### config.mk
export PLATFORM = sky130hd
export DESIGN_NAME = dicap_top
export DESIGN_NICKNAME = d
export VERILOG_FILES = /design/src/rtl/dicap_pkg.sv /design/src/rtl/dicap_strobe.sv /design/src/rtl/dicap_packer.sv /design/src/rtl/dicap_fifo.sv /design/src/rtl/dicap_top.sv
export SDC_FILE = /design/constraint.sdc
export NUM_CORES = 2
export LEC_CHECK = 0
export CAP_MARGIN = 25
export CORE_UTILIZATION = 30
export CTS_BUF_LIST = sky130_fd_sc_hd__clkbuf_4 sky130_fd_sc_hd__clkbuf_8
export CTS_CLUSTER_SIZE = 12
export DETAILED_ROUTE_END_ITERATION = 16
export SLEW_MARGIN = 20
export SYNTH_ARGS = -nofsm -noshare
export SYNTH_HDL_FRONTEND = slang
export SYNTH_SLANG_ARGS = --single-unit
### constraint.sdc
create_clock -name clk -period 12.45 [get_ports clk]
set_input_delay 2.49 -clock clk [delete_from_list [all_inputs] [get_ports clk]]
set_output_delay 2.49 -clock clk [all_outputs]
set_load 0.005 [all_outputs]
### src/rtl/dicap_pkg.sv
package dicap_pkg;

  localparam int WORD_W = 32;

  typedef enum logic [1:0] {
    ST_IDLE = 2'd0,
    ST_WAIT = 2'd1,
    ST_RUN  = 2'd2,
    ST_DONE = 2'd3
  } cap_state_e;

  localparam logic [1:0] SRC_FAST  = 2'd0;
  localparam logic [1:0] SRC_SLOW  = 2'd1;
  localparam logic [1:0] SRC_PACER = 2'd2;
  localparam logic [1:0] SRC_EXT   = 2'd3;

  localparam logic [1:0] WSEL_8  = 2'd0;
  localparam logic [1:0] WSEL_16 = 2'd1;

  // Index of the lane that completes a word for a given sample width.
  function automatic logic [1:0] last_lane(input logic [1:0] wsel);
    case (wsel)
      WSEL_8:  return 2'd3;
      WSEL_16: return 2'd1;
      default: return 2'd0;
    endcase
  endfunction

  // Places one sample into lane 'lane' of the partial word.
  function automatic logic [WORD_W-1:0] place_sample(input logic [WORD_W-1:0] acc,
                                                     input logic [WORD_W-1:0] smp,
                                                     input logic [1:0]        wsel,
                                                     input logic [1:0]        lane);
    logic [WORD_W-1:0] r;
    r = acc;
    case (wsel)
      WSEL_8:  r[{lane, 3'b000} +: 8]     = smp[7:0];
      WSEL_16: r[{lane[0], 4'b0000} +: 16] = smp[15:0];
      default: r = smp;
    endcase
    return r;
  endfunction

endpackage

### src/rtl/dicap_strobe.sv
module dicap_strobe
  import dicap_pkg::*;
#(
  parameter int FAST_DIV = 2,
  parameter int SLOW_DIV = 4
) (
  input  logic       clk,
  input  logic       rst_n,
  input  logic       run,
  input  logic [1:0] src,
  input  logic       hs_en,
  input  logic       pacer_tick,
  input  logic       ext_req,
  input  logic       fifo_full,
  output logic       take,
  output logic       ack
);
  localparam int MAX_DIV = (SLOW_DIV > FAST_DIV) ? SLOW_DIV : FAST_DIV;
  localparam int DW      = $clog2(MAX_DIV) + 1;

  logic [DW-1:0] div_cnt;
  logic [DW-1:0] div_lim;
  logic          hs_mode;
  logic          hs_ok;

  assign div_lim = (src == SRC_SLOW) ? DW'(SLOW_DIV - 1) : DW'(FAST_DIV - 1);
  assign hs_mode = hs_en && (src == SRC_EXT);
  assign hs_ok   = ext_req && !ack && !fifo_full;

  always_ff @(posedge clk or negedge rst_n) begin
    if (!rst_n)                          div_cnt <= '0;
    else if (!run || div_cnt == div_lim) div_cnt <= '0;
    else                                 div_cnt <= div_cnt + 1'b1;
  end

  always_comb begin
    case (src)
      SRC_PACER: take = run && pacer_tick;
      SRC_EXT:   take = run && (hs_en ? hs_ok : ext_req);
      default:   take = run && (div_cnt == div_lim);
    endcase
  end

  always_ff @(posedge clk or negedge rst_n) begin
    if (!rst_n)                    ack <= 1'b0;
    else if (!hs_mode || !ext_req) ack <= 1'b0;
    else if (take)                 ack <= 1'b1;
  end

endmodule

### src/rtl/dicap_packer.sv
module dicap_packer
  import dicap_pkg::*;
(
  input  logic              clk,
  input  logic              rst_n,
  input  logic              clear,
  input  logic              take,
  input  logic [1:0]        wsel,
  input  logic [WORD_W-1:0] sample,
  output logic              push,
  output logic [WORD_W-1:0] word
);
  logic [1:0]        lane;
  logic [WORD_W-1:0] acc;

  assign word = place_sample(acc, sample, wsel, lane);
  assign push = take && (lane == last_lane(wsel));

  always_ff @(posedge clk or negedge rst_n) begin
    if (!rst_n) begin
      lane <= '0;
      acc  <= '0;
    end else if (clear) begin
      lane <= '0;
      acc  <= '0;
    end else if (take) begin
      if (push) begin
        lane <= '0;
        acc  <= '0;
      end else begin
        lane <= lane + 1'b1;
        acc  <= word;
      end
    end
  end

endmodule

### src/rtl/dicap_fifo.sv
module dicap_fifo #(
  parameter int DEPTH = 64,
  parameter int DW    = 32
) (
  input  logic          clk,
  input  logic          rst_n,
  input  logic          wr_en,
  input  logic [DW-1:0] wr_data,
  input  logic          rd_en,
  output logic [DW-1:0] rd_data,
  output logic          rd_valid,
  output logic          full,
  output logic          drop
);
  localparam int AW = $clog2(DEPTH);

  logic [DW-1:0] mem [DEPTH];
  logic [AW-1:0] wr_ptr, rd_ptr;
  logic [AW:0]   count;
  logic          do_wr, do_rd;

  assign rd_valid = (count != '0);
  assign full     = (count == (AW+1)'(DEPTH));
  assign do_rd    = rd_en && rd_valid;
  assign do_wr    = wr_en && (!full || do_rd);
  assign drop     = wr_en && !do_wr;
  assign rd_data  = mem[rd_ptr];

  always_ff @(posedge clk) begin
    if (do_wr) mem[wr_ptr] <= wr_data;
  end

  always_ff @(posedge clk or negedge rst_n) begin
    if (!rst_n) begin
      wr_ptr <= '0;
      rd_ptr <= '0;
      count  <= '0;
    end else begin
      if (do_wr) wr_ptr <= (wr_ptr == AW'(DEPTH - 1)) ? '0 : wr_ptr + 1'b1;
      if (do_rd) rd_ptr <= (rd_ptr == AW'(DEPTH - 1)) ? '0 : rd_ptr + 1'b1;
      case ({do_wr, do_rd})
        2'b10:   count <= count + 1'b1;
        2'b01:   count <= count - 1'b1;
        default: count <= count;
      endcase
    end
  end

endmodule

### src/rtl/dicap_top.sv
module dicap_top
  import dicap_pkg::*;
#(
  parameter int FIFO_DEPTH = 64,
  parameter int FAST_DIV   = 2,
  parameter int SLOW_DIV   = 4,
  parameter int CNT_W      = 16
) (
  input  logic              clk,
  input  logic              rst_n,
  input  logic              arm,
  input  logic              trig_pol,
  input  logic [1:0]        strobe_src,
  input  logic              hs_en,
  input  logic [1:0]        width_sel,
  input  logic [CNT_W-1:0]  cap_len,
  input  logic [15:0]       port_a,
  input  logic [15:0]       port_b,
  input  logic              pacer_tick,
  input  logic              src_req,
  output logic              src_ack,
  input  logic              trig_in,
  input  logic              rd_en,
  output logic [WORD_W-1:0] rd_data,
  output logic              rd_valid,
  output logic              overflow,
  output logic [CNT_W-1:0]  sample_cnt
);
  cap_state_e        st;
  logic              trig_q;
  logic              trig_edge;
  logic              in_run, in_wait, in_idle;
  logic              take;
  logic              last_take;
  logic              pk_push;
  logic [WORD_W-1:0] pk_word;
  logic              fifo_full;
  logic              fifo_drop;

  assign in_run    = (st == ST_RUN);
  assign in_wait   = (st == ST_WAIT);
  assign in_idle   = (st == ST_IDLE);
  assign trig_edge = trig_pol ? (trig_in && !trig_q) : (!trig_in && trig_q);
  assign last_take = take && (cap_len != '0) && (sample_cnt == cap_len - CNT_W'(1));

  always_ff @(posedge clk or negedge rst_n) begin
    if (!rst_n) trig_q <= 1'b0;
    else        trig_q <= trig_in;
  end

  always_ff @(posedge clk or negedge rst_n) begin
    if (!rst_n)   st <= ST_IDLE;
    else if (!arm) st <= ST_IDLE;
    else begin
      case (st)
        ST_IDLE: st <= ST_WAIT;
        ST_WAIT: if (trig_edge) st <= ST_RUN;
        ST_RUN:  if (last_take) st <= ST_DONE;
        default: st <= st;
      endcase
    end
  end

  always_ff @(posedge clk or negedge rst_n) begin
    if (!rst_n)       sample_cnt <= '0;
    else if (in_idle) sample_cnt <= '0;
    else if (take)    sample_cnt <= sample_cnt + 1'b1;
  end

  always_ff @(posedge clk or negedge rst_n) begin
    if (!rst_n)         overflow <= 1'b0;
    else if (!arm)      overflow <= 1'b0;
    else if (fifo_drop) overflow <= 1'b1;
  end

  dicap_strobe #(.FAST_DIV(FAST_DIV), .SLOW_DIV(SLOW_DIV)) u_strobe (
    .clk(clk), .rst_n(rst_n), .run(in_run), .src(strobe_src), .hs_en(hs_en),
    .pacer_tick(pacer_tick), .ext_req(src_req), .fifo_full(fifo_full),
    .take(take), .ack(src_ack)
  );

  dicap_packer u_packer (
    .clk(clk), .rst_n(rst_n), .clear(in_idle), .take(take), .wsel(width_sel),
    .sample({port_b, port_a}), .push(pk_push), .word(pk_word)
  );

  dicap_fifo #(.DEPTH(FIFO_DEPTH), .DW(WORD_W)) u_fifo (
    .clk(clk), .rst_n(rst_n), .wr_en(pk_push), .wr_data(pk_word),
    .rd_en(rd_en), .rd_data(rd_data), .rd_valid(rd_valid),
    .full(fifo_full), .drop(fifo_drop)
  );

endmodule

; Yosys cells after proc, flatten, opt, wreduce, memory -nomap -nowiden
; Memory sizes are Yosys's and may differ from the RTL's.
; Cells that the tools add are included.
[totals]
regBits = 77
latchBits = 0
ramBits = 2048
mem_bits_ro = 0
input_bits = 61
out_inout_bits = 51
word_cells = 107
mem_count = 1
[mem_list]
columns = name, words, word_bits, rd, rd_ports_with_merged_regs, wr, line_no
row1 = u_fifo.mem, 64, 32, 1, 0, 1, dicap_fifo.sv:17  ; logic [DW-1:0] mem [DEPTH];
[op_classes]
n_addsub = 10
multipliers = 0
div_mod_pow = 0
order_cmp = 0
n_eq_ne = 18
shift = 4
n_mux = 30
bitwise = 0
reduce_logical = 33
[ops]
columns = op, count
row1 = $mux W32, 3
row2 = $bwmux W32, 2
row3 = $pmux W32 S2, 1
row4 = $mux W16, 2
row5 = $shift A16 B7 Y32 const A, 1
row6 = $shift A8 B7 Y32 const A, 1
row7 = $shiftx A16 B7 Y32, 1
row8 = $shiftx A8 B7 Y32, 1
row9 = $add A16 B1 Y16 const B, 1
row10 = $eq A16 B16 Y1, 1
row11 = $reduce_bool A16 Y1, 1
row12 = $sub A16 B1 Y16 const B, 1
row13 = $logic_and A1 B1 Y1, 14
row14 = $mux W2, 7
row15 = $neg A5 Y7, 2
row16 = $pmux W7 S2, 1
row17 = $add A6 B1 Y6 const B, 2
row18 = $eq A6 B6 Y1 const B, 2
row19 = $mux W6, 2
row20 = $eq A2 B1 Y1 const B, 4
row21 = $eq A2 B2 Y1 const B, 4
row22 = $logic_not A1 Y1, 8
row23 = $mux W1, 8
row24 = $add A7 B1 Y7 const B, 1
row25 = 18 further kinds, 24

; Logic depth before layout (Yosys ltp)
[logic_depth]
ltp_word = 12
ltp_mapped = 17
depth_no_buf = 15

; By module
; From an unflattened synthesis, not the netlist that was laid out.
[unflattened]
cells_unflattened = 3901
hier_area_um2 = 83546.4
[modules_own_cells]
columns = mod, instances, cells_per_inst, area_each_um2
row1 = dicap_fifo, 1, 3434, 79307.3
row2 = dicap_packer, 1, 260, 2439.8
row3 = dicap_top, 1, 183, 1567.8
row4 = dicap_strobe, 1, 24, 231.5

; Worst setup path before layout
; OpenSTA, ideal clock, no wires.
[synth_path]
path_kind = input to register
from = input port width_sel[1]
to = memory u_fifo.mem[0][11] (data pin)
arrival_ps = 6190
required_time_ps = 11686
setup_slack_ps = 5496
path_stages = 5
cell_sequence = clkbuf_1 -> or2_0 -> clkbuf_1 -> a21oi_1 -> a222oi_1
[synth_between]
elab_chain_len = 2
elab_cells_between_ends = 3
classes_between = 1 x eq/ne / 1 x mux / 1 x reduce/logical
[synth_rtl]
columns = item, line_no
row1 = "start, declared", dicap_top.sv:15  ; input logic [1:0] width_sel,
row2 = $eq A2 B1 Y1 / $logic_not A2 Y1 (equally long branches), dicap_pkg.sv:36  ; case (wsel)
row3 = $pmux W32 S2 *, dicap_pkg.sv:36
row4 = via pk_word[11], dicap_top.sv:36  ; logic [WORD_W-1:0] pk_word;
row5 = "end, declared", dicap_fifo.sv:17
; Mark *: on every way through the listed nets, which the timed path passes. The rest lies on a longest branch.

; Worst setup path in the final report
[layout_path]
from = register u_fifo.rd_ptr[1]
to = output port rd_data[10]
[layout_between]
elab_chain_len = 1
[layout_rtl]
columns = item, line_no
row1 = "start, declared", dicap_fifo.sv:18  ; logic [AW-1:0] wr_ptr, rd_ptr;
row2 = "start signal, assigned", dicap_fifo.sv:40  ; if (do_rd) rd_ptr <= (rd_ptr == AW'(DEPTH - 1)) ? '0 : rd_ptr + 1'b1;
row3 = $mem_v2 Z64 W32, n/a
row4 = "end, declared", dicap_top.sv:24  ; output logic [WORD_W-1:0] rd_data,
; No other way between the ends.

==> results.cfg <==
[clock_tree]
cts_max_level = 5
cts_tree = done
clk_pin_slew_ns = 0.07
cts_resized = 0
clk_latency_ns = 1.05
clockBufferDepth = 4
cts_hold_buf = 0
clockRootBuffer = clkbuf_8
postCtsSetupRepairBufs = 0
numCtsBuffers = 345
cts_num_sinks = 2125

[timing]
holdWs_ns = 0.469
period_share_pct = 66.8
worst_slack_ns = 4.13
fin_crit_ns = 8.32
worst_clock_skew_ns = 0.0690
hold_viol_final = 0
fmax_mhz = 120
setup_violations = 0
relSlewSlack_pct = 31.3
setup_tns_ns = 0
drv_slew = 0
rsz0062_at_grt = no
worst_pin_slew_ns = 1.03

[critical_path]
worstPathRequired_ns = 9.96
critPathKind = flop to output port
cpPeakStageDelay_ns = 1.02
cp_slowest_cell = dfrtp_4
crit_path_frequent_cell = mux4_2
cp-end-kind = output port
arrival_ns = 5.83
startpoint_type = flop
path_max_fanout = 119
crit_chain = buf_12 > buf_4 > mux4_2 > mux4_2 > mux4_2 > clkdlybuf4s50_1

[power]
p_total_w = 0.0196
seqPwrFrac_pct = 41.6
p_int_w = 0.0137
power_leakage_nw = 29.6
swShare_pct = 29.9
netSwitchingPower_w = 0.00585
peakVddDrop_mv = 0.181
p_per_area_nw_per_um2 = 203
pwr-share-clk_pct = 29.2
combPwrFrac_pct = 29.1

[finish]
drive_above_1_share_pct = 33.9
area_growth_pct = 16.3
nets = 4054
fill_cells = 25000

[floorplan]
num_io_pins = 112
dieArea_um2 = 279000
fp-row-count = 192
start_util_pct = 30.3
coreArea_um2 = 275000
die_w_um = 528
fp.dieH_um = 528

[place]
dpl.hpwl_um = 121000
globalplace.congestion = 0.779
io_buffers = 111
pre_cts_slack_ns = 5.02

[grt]
grt-ovfl-total = 0
grt_pass1_vias = 41000
antenna_found_initial = 20
grt_max_degree = 120
grt_pass1_wl_um = 305000
grt_usage_pct = 15.2

[synthesis]
synth_top_area_share_pct = 74.0
synthCells = 3579
synth_cell_types = 67
yosys_register_bits = 2125
synth_nets = 3661
syn_area_per_cell_um2 = 23.2
yosysTopAreaCell = edfxtp_1
synth_async_sr_flop_share_pct = 3.62
synth_edf_count = 2048
synth_top_cells_by_area = edfxtp_1 74%, mux4_2 18%, dfrtp_1 2.3%, nor2_1 0.59%, clkbuf_1 0.48%
yosys_warnings = 0
synth_ff_type = edfxtp_1
synth.top_cells.by_count = 2048 x edfxtp_1, 672 x mux4_2, 131 x nor2_1
synth.most_common_cell = edfxtp_1
synth_area_um2 = 83100
synth-seq-area-share_pct = 76.4

[route]
finalWirelength_um = 213000
post_drt_via_cell_ratio = 5.05
drt_pass1_iterations = 7
drt_iter0_drc = 4715
vias = 39900
wl_per_cell_um = 27.0
antenna_left = 0
drc = 0

[hold_path]
hp-class = flop to flop

[flow_run]
max-cap-violations = 0

[run_status]
status = completed
state kept, by name, indices dropped and copies added, names as in the netlist, 2 cells and up:
register          cells
u_packer.lane         2
u_packer.acc         32
u_fifo.mem         2048
st                    2
u_fifo.wr_ptr         6
u_fifo.rd_ptr         6
u_fifo.count          7
u_strobe.div_cnt      3
sample_cnt           16
power by group through the flow:
stage	Clock [W]	Combinational (W)	Sequential, W
finish	0.00573	0.00571	0.00815
global route	0.00614	0.00599	0.00816
CTS	0.00585	0.00582	0.00815
detailed placement	0	0.00581	0.00830
global placement	0	0.00575	0.00833
floorplan	0	0.00365	0.00818
area by class of cell:
| class | count | area [µm²] | share of cell area, % |
|---|---|---|---|
| flip-flops and latches | 2125 | 63400 | 65.6 |
| multi-input cells | 1227 | 19500 | 20.1 |
| clock buffers | 442 | 5510 | 5.71 |
| well taps | 3686 | 4610 | 4.77 |
| repair buffers | 243 | 2600 | 2.69 |
| clock inverters | 154 | 880 | 0.910 |
| inverters | 30 | 113 | 0.117 |
| diodes | 5 | 12.5 | 0.0129 |
cell families after synthesis:
kind of cell / count (synthesis) / share of synthesized area (%)
AO/OA/AOI/OAI: 171 / 1.50
XOR/XNOR: 44 / 0.464
adder cells (fa/ha/maj): 21 / 0.325
buffers and inverters: 227 / 1.13
flip-flops: 2125 / 76.4
multiplexers: 695 / 18.5
AND/OR/NAND/NOR: 296 / 1.73
worst max-delay path: cells and delay by family (launching register included):
| kind | cells | cell delay, ns |
|---|---|---|
| DFF | 1 | 1.02 |
| buffers and inverters | 3 | 1.99 |
| muxes | 3 | 1.59 |
per-stage QoR:
stage | cells | area [µm²] | util [%]
global placement | 7282 | 89600 | 32.6
floorplan | 3579 | 83100 | -
global route | 7908 | 96600 | 35.2
detailed placement | 7310 | 90200 | 32.9
CTS | 7906 | 96600 | 35.2
finish | 7912 | 96600 | 35.2
path summary, 6_finish.rpt:
path | end | slack [ns] | depth (start not counted) | startpoint
setup / recovery | rd_data[10] | 4.13 | 6 | u_fifo.rd_ptr[1]
hold reg to reg | u_strobe.div_cnt[0] | 0.47 | 1 | u_strobe.div_cnt[0]
max in group asynchronous | u_fifo.rd_ptr[3] | 9.83 | 2 | rst_n
min in group asynchronous | u_packer.acc[29] | 1.40 | 1 | rst_n
hold / removal | u_strobe.div_cnt[0] | 0.47 | 1 | u_strobe.div_cnt[0]
setup reg to reg | u_fifo.mem[27][1] | 7.34 | 8 | u_packer.lane[0]
layout by cell type, fill, tap and decap left out, types with 6 or more instances in the layout:
cell / count
a21oi_1: 26
a221oi_1: 17
a221oi_4: 8
a222oi_1: 7
a22o_1: 33
and3_1: 6
buf_12: 24
buf_16: 10
buf_4: 99
bufinv_16: 7
clkbuf_4: 91
clkbuf_8: 351
clkdlybuf4s50_1: 110
clkinv_1: 90
clkinv_2: 48
clkinvlp_4: 8
dfrtp_1: 71
edfxtp_1: 2048
ha_1: 20
inv_1: 27
mux2i_1: 19
mux4_2: 672
nand2_1: 57
nand3_1: 19
nand3b_1: 6
nand4_1: 15
nor2_1: 52
nor2_4: 79
nor2b_1: 11
nor3_1: 6
nor4_1: 9
o21ai_0: 31
o22ai_1: 18
xnor2_1: 20
xor2_1: 24
per-layer routing:
layer	part of all wire, %	vias to the layer above	global-route usage, %
li1	-	16200	-
met5	0	-	0
met2	49	1740	24.4
met4	2.1	0	4.00
met1	42	21700	21.1
met3	7.4	265	2.83
Power figures use the tool's default switching activity.
